<file path="config.mk">
export PLATFORM = sky130hd
export DESIGN_NAME = pixout_fmt
export DESIGN_NICKNAME = d
export VERILOG_FILES = /design/src/rtl/pixout_pkg.sv /design/src/rtl/pixout_pol.sv /design/src/rtl/pixout_dly.sv /design/src/rtl/pixout_shape.sv /design/src/rtl/pixout_fmt.sv
export SDC_FILE = /design/constraint.sdc
export NUM_CORES = 1
export LEC_CHECK = 0
export BUFFER_PORTS_ARGS = -buffer_cell sky130_fd_sc_hd__buf_2
export CORE_MARGIN = 3
export CORE_UTILIZATION = 35
export CTS_CLUSTER_DIAMETER = 60
export DETAILED_ROUTE_END_ITERATION = 12
export GPL_TIMING_DRIVEN = 0
export PLACE_DENSITY_LB_ADDON = 0.25
export SLEW_MARGIN = 30
export SYNTH_ARGS = -nofsm -noshare
export SYNTH_HDL_FRONTEND = slang
export SYNTH_SLANG_ARGS = --single-unit
</file>
<file path="constraint.sdc">
create_clock -name clk -period 4.15 [get_ports clk]
set_input_delay 0.6225 -clock clk [delete_from_list [all_inputs] [get_ports clk]]
set_output_delay 0.6225 -clock clk [all_outputs]
set_load 0.05 [all_outputs]
</file>
<file path="src/rtl/pixout_pkg.sv">
package pixout_pkg;
  // Strobe slots in the packed strobe vector.
  typedef enum int {
    STB_SMP   = 0,
    STB_DCLK  = 1,
    STB_CLAMP = 2,
    STB_BLANK = 3
  } stb_idx_e;

  localparam int NUM_STB = 4;
  // Reference resolution in which the clamp level is expressed.
  localparam int LVL_REF_BITS = 12;
endpackage

</file>
<file path="src/rtl/pixout_pol.sv">
module pixout_pol (
  input  logic raw,
  input  logic pol_hi,
  output logic act
);
  // Active-high strobe passes straight through; active-low is inverted.
  assign act = pol_hi ? raw : ~raw;
endmodule

</file>
<file path="src/rtl/pixout_dly.sv">
module pixout_dly #(
  parameter int W     = 13,
  parameter int DEPTH = 8
) (
  input  logic         clk,
  input  logic         rst,
  input  logic         en,
  input  logic [W-1:0] d,
  output logic [W-1:0] q
);
  generate
    if (DEPTH == 0) begin : g_wire
      assign q = d;
    end else begin : g_sr
      logic [W-1:0] sr [DEPTH];
      always_ff @(posedge clk) begin
        if (rst) begin
          for (int i = 0; i < DEPTH; i++) sr[i] <= '0;
        end else if (en) begin
          sr[0] <= d;
          for (int i = 1; i < DEPTH; i++) sr[i] <= sr[i-1];
        end
      end
      assign q = sr[DEPTH-1];
    end
  endgenerate
endmodule

</file>
<file path="src/rtl/pixout_shape.sv">
module pixout_shape #(
  parameter int DW  = 10,
  parameter int CLW = 8,
  parameter int SH  = 2
) (
  input  logic [DW-1:0]  data,
  input  logic           blank,
  input  logic           clamp,
  input  logic           lvl_sel,
  input  logic           gray_en,
  input  logic [CLW-1:0] lvl,
  output logic [DW-1:0]  y
);
  logic [CLW-1:0] lvl_sh;
  logic [DW-1:0]  lvl_dw;
  logic [DW-1:0]  blanked;

  assign lvl_sh = lvl >> SH;
  assign lvl_dw = DW'(lvl_sh);

  // The clamp window overrides pre-blanking.
  always_comb begin
    if (blank && !clamp) blanked = lvl_sel ? lvl_dw : '0;
    else                 blanked = data;
  end

  assign y = gray_en ? (blanked ^ (blanked >> 1)) : blanked;
endmodule

</file>
<file path="src/rtl/pixout_fmt.sv">
module pixout_fmt
  import pixout_pkg::*;
#(
  parameter int DW  = 10,
  parameter int CLW = 8,
  parameter int LAT = 9
) (
  input  logic           clk,
  input  logic           rst,
  input  logic [DW-1:0]  pix_in,
  input  logic           smp_in,
  input  logic           dclk_in,
  input  logic           clamp_in,
  input  logic           blank_in,
  input  logic           cfg_pol_smp,
  input  logic           cfg_pol_dclk,
  input  logic           cfg_pol_clamp,
  input  logic           cfg_pol_blank,
  input  logic           cfg_blank_lvl,
  input  logic           cfg_gray,
  input  logic           cfg_xparent,
  input  logic           cfg_hiz,
  input  logic [CLW-1:0] cfg_clamp_lvl,
  output logic [DW-1:0]  pix_out,
  output logic           pix_vld,
  output logic           pix_oe
);
  localparam int EW    = DW + 3;
  localparam int DEPTH = LAT - 1;
  localparam int SH    = (DW >= LVL_REF_BITS) ? 0 : (LVL_REF_BITS - DW);

  logic [NUM_STB-1:0] stb_raw, stb_pol, stb_act;
  logic               adv;
  logic [EW-1:0]      ent_in, ent_tail;
  logic [DW-1:0]      tail_data, fmt_y, out_q, sel_data;
  logic               tail_vld, tail_blank, tail_clamp, vld_q, sel_vld;

  always_comb begin
    stb_raw[STB_SMP]   = smp_in;
    stb_raw[STB_DCLK]  = dclk_in;
    stb_raw[STB_CLAMP] = clamp_in;
    stb_raw[STB_BLANK] = blank_in;
    stb_pol[STB_SMP]   = cfg_pol_smp;
    stb_pol[STB_DCLK]  = cfg_pol_dclk;
    stb_pol[STB_CLAMP] = cfg_pol_clamp;
    stb_pol[STB_BLANK] = cfg_pol_blank;
  end

  generate
    for (genvar i = 0; i < NUM_STB; i++) begin : g_pol
      pixout_pol u_pol (.raw(stb_raw[i]), .pol_hi(stb_pol[i]), .act(stb_act[i]));
    end
  endgenerate

  assign adv    = stb_act[STB_DCLK];
  assign ent_in = {stb_act[STB_SMP], stb_act[STB_BLANK], stb_act[STB_CLAMP], pix_in};

  pixout_dly #(.W(EW), .DEPTH(DEPTH)) u_dly (
    .clk(clk), .rst(rst), .en(adv), .d(ent_in), .q(ent_tail)
  );

  assign tail_data  = ent_tail[DW-1:0];
  assign tail_clamp = ent_tail[DW];
  assign tail_blank = ent_tail[DW+1];
  assign tail_vld   = ent_tail[DW+2];

  pixout_shape #(.DW(DW), .CLW(CLW), .SH(SH)) u_shape (
    .data(tail_data), .blank(tail_blank), .clamp(tail_clamp),
    .lvl_sel(cfg_blank_lvl), .gray_en(cfg_gray), .lvl(cfg_clamp_lvl), .y(fmt_y)
  );

  always_ff @(posedge clk) begin
    if (rst) begin
      out_q <= '0;
      vld_q <= 1'b0;
    end else if (adv) begin
      out_q <= fmt_y;
      vld_q <= tail_vld;
    end
  end

  assign sel_data = cfg_xparent ? fmt_y : out_q;
  assign sel_vld  = cfg_xparent ? tail_vld : vld_q;
  assign pix_out  = cfg_hiz ? '0 : sel_data;
  assign pix_vld  = sel_vld;
  assign pix_oe   = ~cfg_hiz;
endmodule

</file>
==> run_results.csv, run 1 <==
group,metric,value,unit
worst_setup_path,startpoint,"u_dly.g_sr.sr[0][101]$_SDFFCE_PP0P_",
power_and_ir_drop,power,3.063,mW
placed_design,place.gp.congestion,0.8034,
global_route,grt_util_all_layers,10.74,%
run_status,outcome,"complete, no violations",
worst_setup_path,regToRegEndpoint,"out_q[0]$_SDFFE_PP0P_",
finish,post-route-util,44.54,%
cts,htreeDepth,4,
logic_synthesis,syn_area_per_cell,14.18,um2
worst_setup_path,start_kind,"flop",
cts,cts_setup_buffers,0,
worst_setup_path,reg2reg_depth,6,
cts,cts_sinks,115,
logic_synthesis,ys_warn_count,0,
worst_setup_path,cp.arrival,2.17,ns
drt,drtIter0Drc,151,
finish,drive_gt1_share,19.90,%
timing,maxSlewHeadroom,51.70,%
logic_synthesis,synth_cells,334,
worst_hold_path,worstHoldPathType,"flop to flop",
drt,via_per_inst,4.636,
drt,dr.pass1.iters,4,
global_route,antenna_found_initial,0,
global_route,grt_max_degree,78,
cts,cts_buffers,17,
timing,setup_viol,0,
timing,worst_clock_skew,0.008876,ns
power_and_ir_drop,p_leak,2.249,nW
drt,route.detailed.drc,0,
worst_hold_path,hold_depth,2,
global_route,grt_pass1_wl,12.23,mm
finish,antenna_cells,0,
global_route,grt_pass1_vias,2673,
logic_synthesis,yosys_register_bits,115,
logic_synthesis,syn-cell-area,4735,um2
finish,fillers,1216,
cts,clockRootBuffer,"clkbuf_16",
global_route,grt.overflow.total,0,
worst_setup_path,cp-end-kind,"output pin",
worst_setup_path,path_class,"flop to output pin",
timing,fin_ws,1.354,ns
cts,clockBufferDepth,2,
worst_setup_path,path_max_fanout,10,
flow_run,cap_violations,0,
placed_design,port_buffers,40,
cts,ctsHoldBuffers,0,
cts,cts.clk_slew.worst_paths,0.05,ns
die,chipWidth,122.3,um
drt,route.vias.total,2684,
logic_synthesis,synth_ff_type,"edfxtp_1",
drt,wire_per_inst,12.03,um
drt,ant_nets,0,
placed_design,pre_cts_ws,1.559,ns
die,row_count,41,
drt,wirelength,6.968,mm
timing,hold_violations,0,
finish,syn_to_final_growth,21.62,%
timing,fmax,357.7,MHz
die,core,12930,um2
finish,finalNonFillerCells,579,
placed_design,hpwl,4.525,mm
timing,fin_crit,2.796,ns
worst_setup_path,rr_startpoint,"u_dly.g_sr.sr[0][101]$_SDFFCE_PP0P_",
timing,tightest_slew,0.7219,ns
finish,final_area,5758,um2
cts,cts_tree,"built",
logic_synthesis,synth-seq-area-share,70.61,%
cts,cts_resized,0,
die,die_y,122.3,um
timing,slew_violations,0,
timing,rsz0062_at_grt,"false",
cts,clock_latency,0.40,ns
worst_hold_path,hp-start,"out_q[5]$_SDFFE_PP0P_",
die,io_pins,44,
placed_design,dpl_cell_area,5182,um2
power_and_ir_drop,power_density,531.9,nW/um2
die,initial_core_util,36.62,%
finish,finalNetCount,426,
logic_synthesis,synth_cell_type_count,40,
timing,min_period_over_period,67.37,%
logic_synthesis,synth_edf_count,104,
worst_setup_path,required,3.53,ns
worst_setup_path,cp-endpoint,"pix_out[4]",
worst_setup_path,rrSetupSlack,2.56,ns
logic_synthesis,synth_fp_nets,366,
power_and_ir_drop,ir_drop,0.4721,mV
die,die-area,14960,um2
logic_synthesis,synth-async-reset-ratio,0,%
placed_design,dpl.cell_count,547,
-- final cells by class --
type                       instances  area [um2]  area share [%]
buffer                            20       88.84           1.543
clock buffer                      20       436.7           7.584
clock inverter                    12       138.9           2.412
inverter                           9       38.79          0.6736
multi-input combinational        190        1269           22.03
sequential                       115        3343           58.06
tap                              172       215.2           3.738
timing repair buffer              41       227.7           3.955
-- sequential cells by signal, summed over array words and instances (netlist names) --
| register | count |
|---|---|
| out_q | 10 |
| u_dly.g_sr.sr | 104 |
| vld_q | 1 |
-- metal layers --
metal	up-vias	wire (um)	share of wire [%]	GRT usage, %
li1	1330	-	-	-
met1	1254	2838	41	11.56
met2	87	3528	51	18.38
met3	13	489	7.0	4.009
met4	0	112	1.6	5.668
met5	-	0	0	0
-- worst min path at each step --
stage	slack, ns	to
final	0.45	out_q[5]$_SDFFE_PP0P_
after global routing	0.47	out_q[5]$_SDFFE_PP0P_
after CTS	0.46	out_q[5]$_SDFFE_PP0P_
after detailed placement	0.44	out_q[5]$_SDFFE_PP0P_
after global placement	0.44	out_q[5]$_SDFFE_PP0P_
after floorplan	0.43	out_q[5]$_SDFFE_PP0P_
-- cells in the mapped netlist (3+ instances only) --
cell type  instances  area, um2
nor2_1             6      22.52
a32o_1             6      60.06
inv_1              8      30.03
nand3_1            4      20.02
and4b_1            5      50.05
o211ai_1           4      30.03
buf_2              4      20.02
clkbuf_1          14      52.55
a21o_1             4      30.03
o311ai_0           3      26.28
and2_1            75      469.2
dfxtp_1           11      220.2
nor2b_1           30      187.7
edfxtp_1         104       3123
xor2_1             4      35.03
nand2_1            6      22.52
xnor2_1            4      35.03
a21oi_1            9      45.04
nand4_1            4      25.02
nand2b_1           4      25.02
-- kinds of logic (layout without fill, tap and decap cells) --
group,after synthesis,count (layout),synth area share (%)
simple gates,140,140,18.16
buf+inv,29,102,2.590
xor+xnor,8,8,1.480
compound gates,40,40,6.449
mux,2,2,0.7135
flops,115,115,70.61
-- per-stage QoR --
step | hold WS (ns) | TNS (ns)
floorplan | 0.4261 | 0
global placement | 0.4396 | -54.04
detailed placement | 0.4435 | 0
CTS | 0.4558 | 0
global route | 0.4701 | 0
finish | 0.4534 | 0
-- layout by cell type (no fill, tap or decap), types with 5 or more instances in the layout --
cell and instances:
a32o_1 6, dfxtp_1 11, clkbuf_16 17, and2_1 75, edfxtp_1 104, clkinv_2 6, inv_1 7, nor2_1 6
clkbuf_1 17, nand2_1 6, nor2b_1 30, and4b_1 5, a21oi_1 9, buf_2 44
-- where the power goes --
group | internal [mW] | total, mW | switching [mW]
Combinational | 0.0919 | 0.253 | 0.161
Sequential | 1.39 | 1.42 | 0.0272
Clock | 0.931 | 1.39 | 0.458
-- worst max-delay path: stages (launching register included) --
cell and delay [ns]:
edfxtp_1 0.43, nand2b_1 0.18, buf_6 0.15, mux2i_4 0.22, or4_1 0.41, o311ai_1 0.08
buf_2 0.31
(Power assumes the default switching activity.)
==> run 2, diff against run 1 <==
Clock period 4.15 ns to 2.8 ns, I/O delays scaled along.
==> run 2 against run 1 <==
  * Final area increased by 1.2%
  * Cell count increased by 0.69%
  * Flip-flop and latch count unchanged
  * Count of clock-buffer cells in the layout decreased by 3
  * Register-to-register slack got worse by 1.4 ns
  * Largest cell class unchanged
  * Largest power group unchanged
  * Highest routed layer unchanged
==> run_results.csv, run 2 (synthesis results as in run 1) <==
group,metric,value,unit
cts,cts.clk_slew.worst_paths,0.06,ns
power_and_ir_drop,ir_drop,0.4405,mV
finish,final_area,5827,um2
timing,worst_clock_skew,0.006792,ns
worst_setup_path,max_stage_delay,0.44,ns
global_route,grt_pass1_vias,2660,
cts,htreeDepth,4,
placed_design,hpwl,4.721,mm
timing,tightest_slew,0.6918,ns
placed_design,place.gp.congestion,0.7690,
power_and_ir_drop,power_density,776.0,nW/um2
worst_setup_path,path_max_fanout,10,
worst_setup_path,crit_buf_inv,2,
placed_design,dpl_cell_area,5253,um2
drt,route.detailed.drc,0,
worst_setup_path,path_cells,"nand2b_1 -> buf_6 -> mux2i_4 -> or4_1 -> o311ai_1 -> buf_2",
global_route,grt_max_degree,33,
timing,fin_crit,2.618,ns
placed_design,port_buffers,40,
global_route,grt_util_all_layers,10.56,%
flow_run,cap_violations,0,
drt,drtIter0Drc,176,
drt,route.vias.total,2669,
die,row_count,41,
finish,fillers,1185,
timing,slew_violations,0,
cts,cts_resized,0,
worst_hold_path,worstHoldPathType,"input port to flop",
cts,clockRootBuffer,"clkbuf_16",
worst_setup_path,cp_top_family,"simple AND/OR/NAND/NOR gates",
drt,wirelength,7.005,mm
timing,fin_ws,0.1821,ns
finish,finalNonFillerCells,583,
drt,via_per_inst,4.578,
cts,clock_latency,0.40,ns
timing,fmax,382.0,MHz
finish,final-seq-area,3343,um2
run_status,outcome,"complete, no violations",
timing,hold_violations,0,
worst_setup_path,cp.arrival,2.20,ns
die,initial_core_util,36.62,%
cts,cts_sinks,115,
die,die-area,14960,um2
timing,setup_viol,0,
cts,ctsHoldBuffers,0,
finish,syn_to_final_growth,23.07,%
cts,cts_buffers,17,
worst_setup_path,crit_slowest_cell,"edfxtp_1",
die,core,12930,um2
finish,largest_register_ffs,104,
finish,multi_input_area,1276,um2
drt,ant_nets,0,
worst_setup_path,required,2.38,ns
finish,mostFrequentLayoutCells,"edfxtp_1, and2_1, buf_2",
die,die_y,122.3,um
timing,maxSlewHeadroom,53.71,%
worst_setup_path,start_kind,"flop",
cts,cts_setup_buffers,0,
timing,rsz0062_at_grt,"false",
die,io_pins,44,
power_and_ir_drop,p_leak,2.276,nW
drt,wire_per_inst,12.02,um
finish,finalNetCount,429,
global_route,antenna_found_initial,0,
finish,top_regs,"u_dly.g_sr.sr: 104 flops, out_q: 10 flops, vld_q: 1 flops",
finish,final_common_cell,"edfxtp_1",
die,chipWidth,122.3,um
timing,min_period_over_period,93.50,%
global_route,grt.overflow.total,0,
cts,clockBufferDepth,2,
worst_setup_path,path_class,"flop to output pin",
drt,dr.pass1.iters,4,
cts,cts_tree,"built",
global_route,grt_pass1_wl,11.99,mm
finish,top_register,"u_dly.g_sr.sr",
worst_setup_path,cp-end-kind,"output pin",
finish,drive_gt1_share,21.95,%
placed_design,pre_cts_ws,0.5831,ns
placed_design,dpl.cell_count,550,
==> run 2: changes by cell type in the layout (fill, tap and decap cells not counted), sizes merged <==
cell / change
diode: +1
inv: +6
clkinv: -2
buf: +3
clkbuf: -3
clkinvlp: +1
bufinv: -2
==> run 2: layout make-up <==
| class | count | area share, % |
|---|---|---|
| Clock inverter | 15 | 2.512 |
| Sequential cell | 115 | 57.38 |
| Antenna cell | 1 | 0.04295 |
| Tap cell | 172 | 3.693 |
| Inverter | 9 | 0.6442 |
| Multi-Input combinational cell | 190 | 21.90 |
| Buffer | 20 | 1.589 |
| Clock buffer | 17 | 7.301 |
| Timing Repair Buffer | 44 | 4.939 |
==> run 2: power breakdown <==
| group | total, mW | switching, mW | internal, mW |
|---|---|---|---|
| logic | 0.391 | 0.241 | 0.150 |
| clock network | 2.03 | 0.787 | 1.24 |
| registers | 2.10 | 0.0403 | 2.06 |
==> run 2: path summary, 6_finish.rpt <==
check | cells past startpoint | startpoint | slack (ns) | to
setup / recovery | 6 | u_dly.g_sr.sr[0][101]$_SDFFCE_PP0P_ | 0.18 | pix_out[4]
setup reg to reg | 6 | u_dly.g_sr.sr[0][101]$_SDFFCE_PP0P_ | 1.19 | out_q[0]$_SDFFE_PP0P_
hold reg to reg | 1 | out_q[0]$_SDFFE_PP0P_ | 0.46 | out_q[0]$_SDFFE_PP0P_
hold / removal | 2 | pix_in[3] | 0.29 | u_dly.g_sr.sr[0][3]$_SDFFCE_PN0P_
==> run 2: layer usage <==
metal,global-route usage (%),vias up,share of wire [%],wire [um]
met5,0,-,0,0
met4,6.368,0,2.4,166
met3,3.594,16,7.0,492
met2,18.48,85,52,3632
met1,10.89,1237,39,2714
li1,-,1331,-,-
==> run 2: worst register-to-register path, stage by stage (launching register included) <==
cell and delay, ns:
edfxtp_1 0.44, nand2b_1 0.18, buf_6 0.15, buf_2 0.19
a21oi_1 0.19, o21ai_0 0.11, a32o_1 0.25
==> run 2: through the flow <==
step | TNS (ns) | hold slack (ns) | utilization (%) | total power, mW
2_1_floorplan | -2.359 | 0.4261 | - | 2.409
3_3_place_gp | -91.13 | 0.4377 | 39.95 | 2.505
3_5_place_dp | 0 | 0.4537 | 40.63 | 2.536
4_1_cts | 0 | 0.2686 | 45.05 | 4.584
5_1_grt | 0 | 0.2755 | 45.05 | 4.717
6_report | 0 | 0.2902 | 45.07 | 4.521
==> run 3, diff against run 2 <==
Settings changed: SYNTH_HIERARCHICAL set to 1.
==> run 3 against run 2 <==
  * Cell count up 2.9%
  * First-iteration DRC count down 49%
  * Critical endpoint unchanged
  * Sequential power about the same
  * Synthesized cell count up 3.6%
==> run_results.csv, run 3 <==
group,metric,value,unit
run_status,outcome,"complete, no violations",
finish,finalNetCount,439,
finish,final_common_cell,"edfxtp_1",
finish,mostFrequentLayoutCells,"edfxtp_1, and3b_1, buf_2",
placed_design,dpl_cell_area,5589,um2
worst_setup_path,start_kind,"flop",
global_route,grt_pass1_vias,2843,
logic_synthesis,ys_warn_count,6,
logic_synthesis,synth_top_area_share,61.16,%
power_and_ir_drop,p_leak,2.816,nW
logic_synthesis,yosys_register_bits,115,
logic_synthesis,synth_compound_area_share,0.9802,%
worst_setup_path,crit_slowest_cell,"edfxtp_1",
die,initial_core_util,36.22,%
die,io_pins,44,
worst_hold_path,worstHoldPathType,"input port to flop",
power_and_ir_drop,power,4.618,mW
logic_synthesis,synth_cells,346,
logic_synthesis,synth_ff_type,"edfxtp_1",
logic_synthesis,synth-seq-area-share,65.47,%
cts,htreeDepth,4,
cts,clock_latency,0.40,ns
timing,fmax,373.7,MHz
power_and_ir_drop,power_density,749.2,nW/um2
die,die-area,16070,um2
finish,final_area,6163,um2
worst_setup_path,reg2reg_depth,8,
logic_synthesis,netlist_top_cells_count,"edfxtp_1, and3b_1, nor2b_1, nor2_1, mux2i_1",
global_route,grt.overflow.total,0,
cts,cts_resized,0,
worst_setup_path,path_class,"flop to output pin",
timing,maxSlewHeadroom,62.84,%
logic_synthesis,synth_most_common_cell,"edfxtp_1",
worst_setup_path,cp-end-kind,"output pin",
worst_hold_path,hold_depth,2,
finish,top_register,"u_dly/g_sr.sr",
placed_design,dpl.cell_count,568,
finish,syn_to_final_growth,20.71,%
worst_setup_path,max_stage_delay,0.35,ns
drt,route.detailed.drc,0,
finish,antenna_cells,0,
finish,drive_gt1_share,27.38,%
finish,top_regs,"u_dly/g_sr.sr: 104 flops, out_q: 10 flops, vld_q: 1 flops",
worst_setup_path,cp-endpoint,"pix_out[4]",
worst_setup_path,cp_top_family,"buffers and inverters",
placed_design,hpwl,5.053,mm
drt,via_per_inst,4.510,
placed_design,pre_cts_ws,0.06625,ns
timing,min_period_over_period,95.56,%
worst_setup_path,cp.arrival,2.26,ns
worst_setup_path,regToRegEndpoint,"out_q[4]$_SDFFE_PP0P_",
cts,cts.clk_slew.worst_paths,0.05,ns
timing,fin_ws,0.1244,ns
worst_setup_path,rrSetupSlack,1.16,ns
logic_synthesis,synth_fa_ha_area_share,0,%
cts,cts_tree,"built",
drt,wirelength,7.498,mm
drt,ant_nets,0,
power_and_ir_drop,ir_drop,0.4713,mV
cts,clockRootBuffer,"clkbuf_16",
placed_design,port_buffers,40,
cts,cts_setup_buffers,0,
logic_synthesis,synth_top_family_by_area,"simple AND/OR/NAND/NOR gates",
drt,wire_per_inst,12.50,um
cts,ctsHoldBuffers,0,
cts,cts_buffers,17,
worst_setup_path,cp.depth,9,
logic_synthesis,yosysTopAreaCell,"edfxtp_1",
die,row_count,43,
logic_synthesis,synth-async-reset-ratio,0,%
global_route,grt_pass1_wl,12.88,mm
worst_setup_path,rr_startpoint,"u_dly/g_sr.sr[0][101]$_SDFFCE_PP0P_",
drt,dr.pass1.iters,4,
finish,largest_register_ffs,104,
logic_synthesis,muxShareOfSynthArea,4.337,%
cts,cts_sinks,115,
die,die_y,126.8,um
timing,hold_violations,0,
logic_synthesis,syn-cell-area,5106,um2
placed_design,place.gp.congestion,0.7874,
logic_synthesis,synth.area.top_cells,"edfxtp_1, and3b_1, dfxtp_1",
global_route,grt_util_all_layers,10.25,%
logic_synthesis,synth_fp_nets,378,
timing,fin_crit,2.676,ns
worst_setup_path,crit_buf_inv,3,
cts,clockBufferDepth,2,
timing,rsz0062_at_grt,"false",
timing,slew_violations,0,
worst_setup_path,path_max_fanout,10,
die,chipWidth,126.8,um
finish,fillers,1291,
timing,setup_viol,0,
logic_synthesis,synth_cell_type_count,30,
timing,hold_slack,0.3342,ns
worst_setup_path,required,2.38,ns
worst_setup_path,path_cells,"buf_4 -> nor2b_4 -> buf_6 -> and3_4 -> nor2_2 -> xnor2_1 -> mux2i_1 -> nor2_1 -> buf_2",
timing,worst_clock_skew,0.007040,ns
drt,route.vias.total,2706,
logic_synthesis,synth_edf_count,104,
worst_setup_path,startpoint,"u_dly/g_sr.sr[0][101]$_SDFFCE_PP0P_",
logic_synthesis,yosys.area_share.xor_xnor,2.230,%
die,core,14100,um2
global_route,grt_max_degree,50,
timing,tightest_slew,0.5547,ns
global_route,antenna_found_initial,0,
drt,drtIter0Drc,90,
finish,finalNonFillerCells,600,
logic_synthesis,yosys.area_share.simple,21.24,%
flow_run,cap_violations,0,
logic_synthesis,syn_area_per_cell,14.76,um2
==> run 3: cell families (layout without fill, tap and decap cells) <==
family          Yosys count  in the layout
buf+inv                  39            113
mux                      22             22
simple gates            150            150
xor+xnor                 13             13
compound gates            7              7
flops                   115            115
==> run 3: worst min path at each step <==
stage / startpoint / to / slack, ns
6_report: rst / vld_q$_SDFFE_PP0P_ / 0.33
5_1_grt: pix_in[9] / u_dly/g_sr.sr[0][9]$_SDFFCE_PN0P_ / 0.32
4_1_cts: pix_in[3] / u_dly/g_sr.sr[0][3]$_SDFFCE_PN0P_ / 0.31
3_5_place_dp: out_q[1]$_SDFFE_PP0P_ / out_q[1]$_SDFFE_PP0P_ / 0.48
3_3_place_gp: vld_q$_SDFFE_PP0P_ / vld_q$_SDFFE_PP0P_ / 0.47
2_1_floorplan: vld_q$_SDFFE_PP0P_ / vld_q$_SDFFE_PP0P_ / 0.46
==> run 3: stage by stage <==
stage / utilization [%] / TNS (ns)
floorplan: - / 0
global placement: 39.26 / -25.08
detailed placement: 39.65 / 0
CTS: 43.67 / 0
global route: 43.72 / 0
finish: 43.72 / 0
==> run 3: layout make-up <==
cell class | count | area [um2] | share of cell area, %
clock inverter | 6 | 77.57 | 1.259
sequential | 115 | 3343 | 54.24
multi-input combinational | 192 | 1480 | 24.02
clock buffer | 26 | 489.2 | 7.937
tap | 180 | 225.2 | 3.654
inverter | 1 | 3.754 | 0.06090
timing repair buffer | 42 | 255.2 | 4.141
buffer | 38 | 289.0 | 4.689
==> run 3: worst reg2reg max path, stage by stage, from the launching register on <==
cell and delay [ns]:
edfxtp_1 0.35, buf_4 0.14, nor2b_4 0.17, buf_6 0.16
and3_4 0.20, nor2_2 0.04, xnor2_1 0.29, mux2i_1 0.13
nor2_1 0.09
==> run 3: report_power, final <==
part           internal, mW  leakage, nW  switching, mW
Clock                  1.37        0.277          0.663
Sequential             2.07         1.24         0.0356
Combinational         0.211         1.30          0.274
Total                  3.65         2.82          0.973
==> run 3: metal layers <==
metal	up-vias	track usage, %	wire [um]
li1	1361	-	-
met1	1278	10.05	2925
met2	53	18.52	4028
met3	14	3.495	349
met4	0	6.120	194
met5	-	0	0
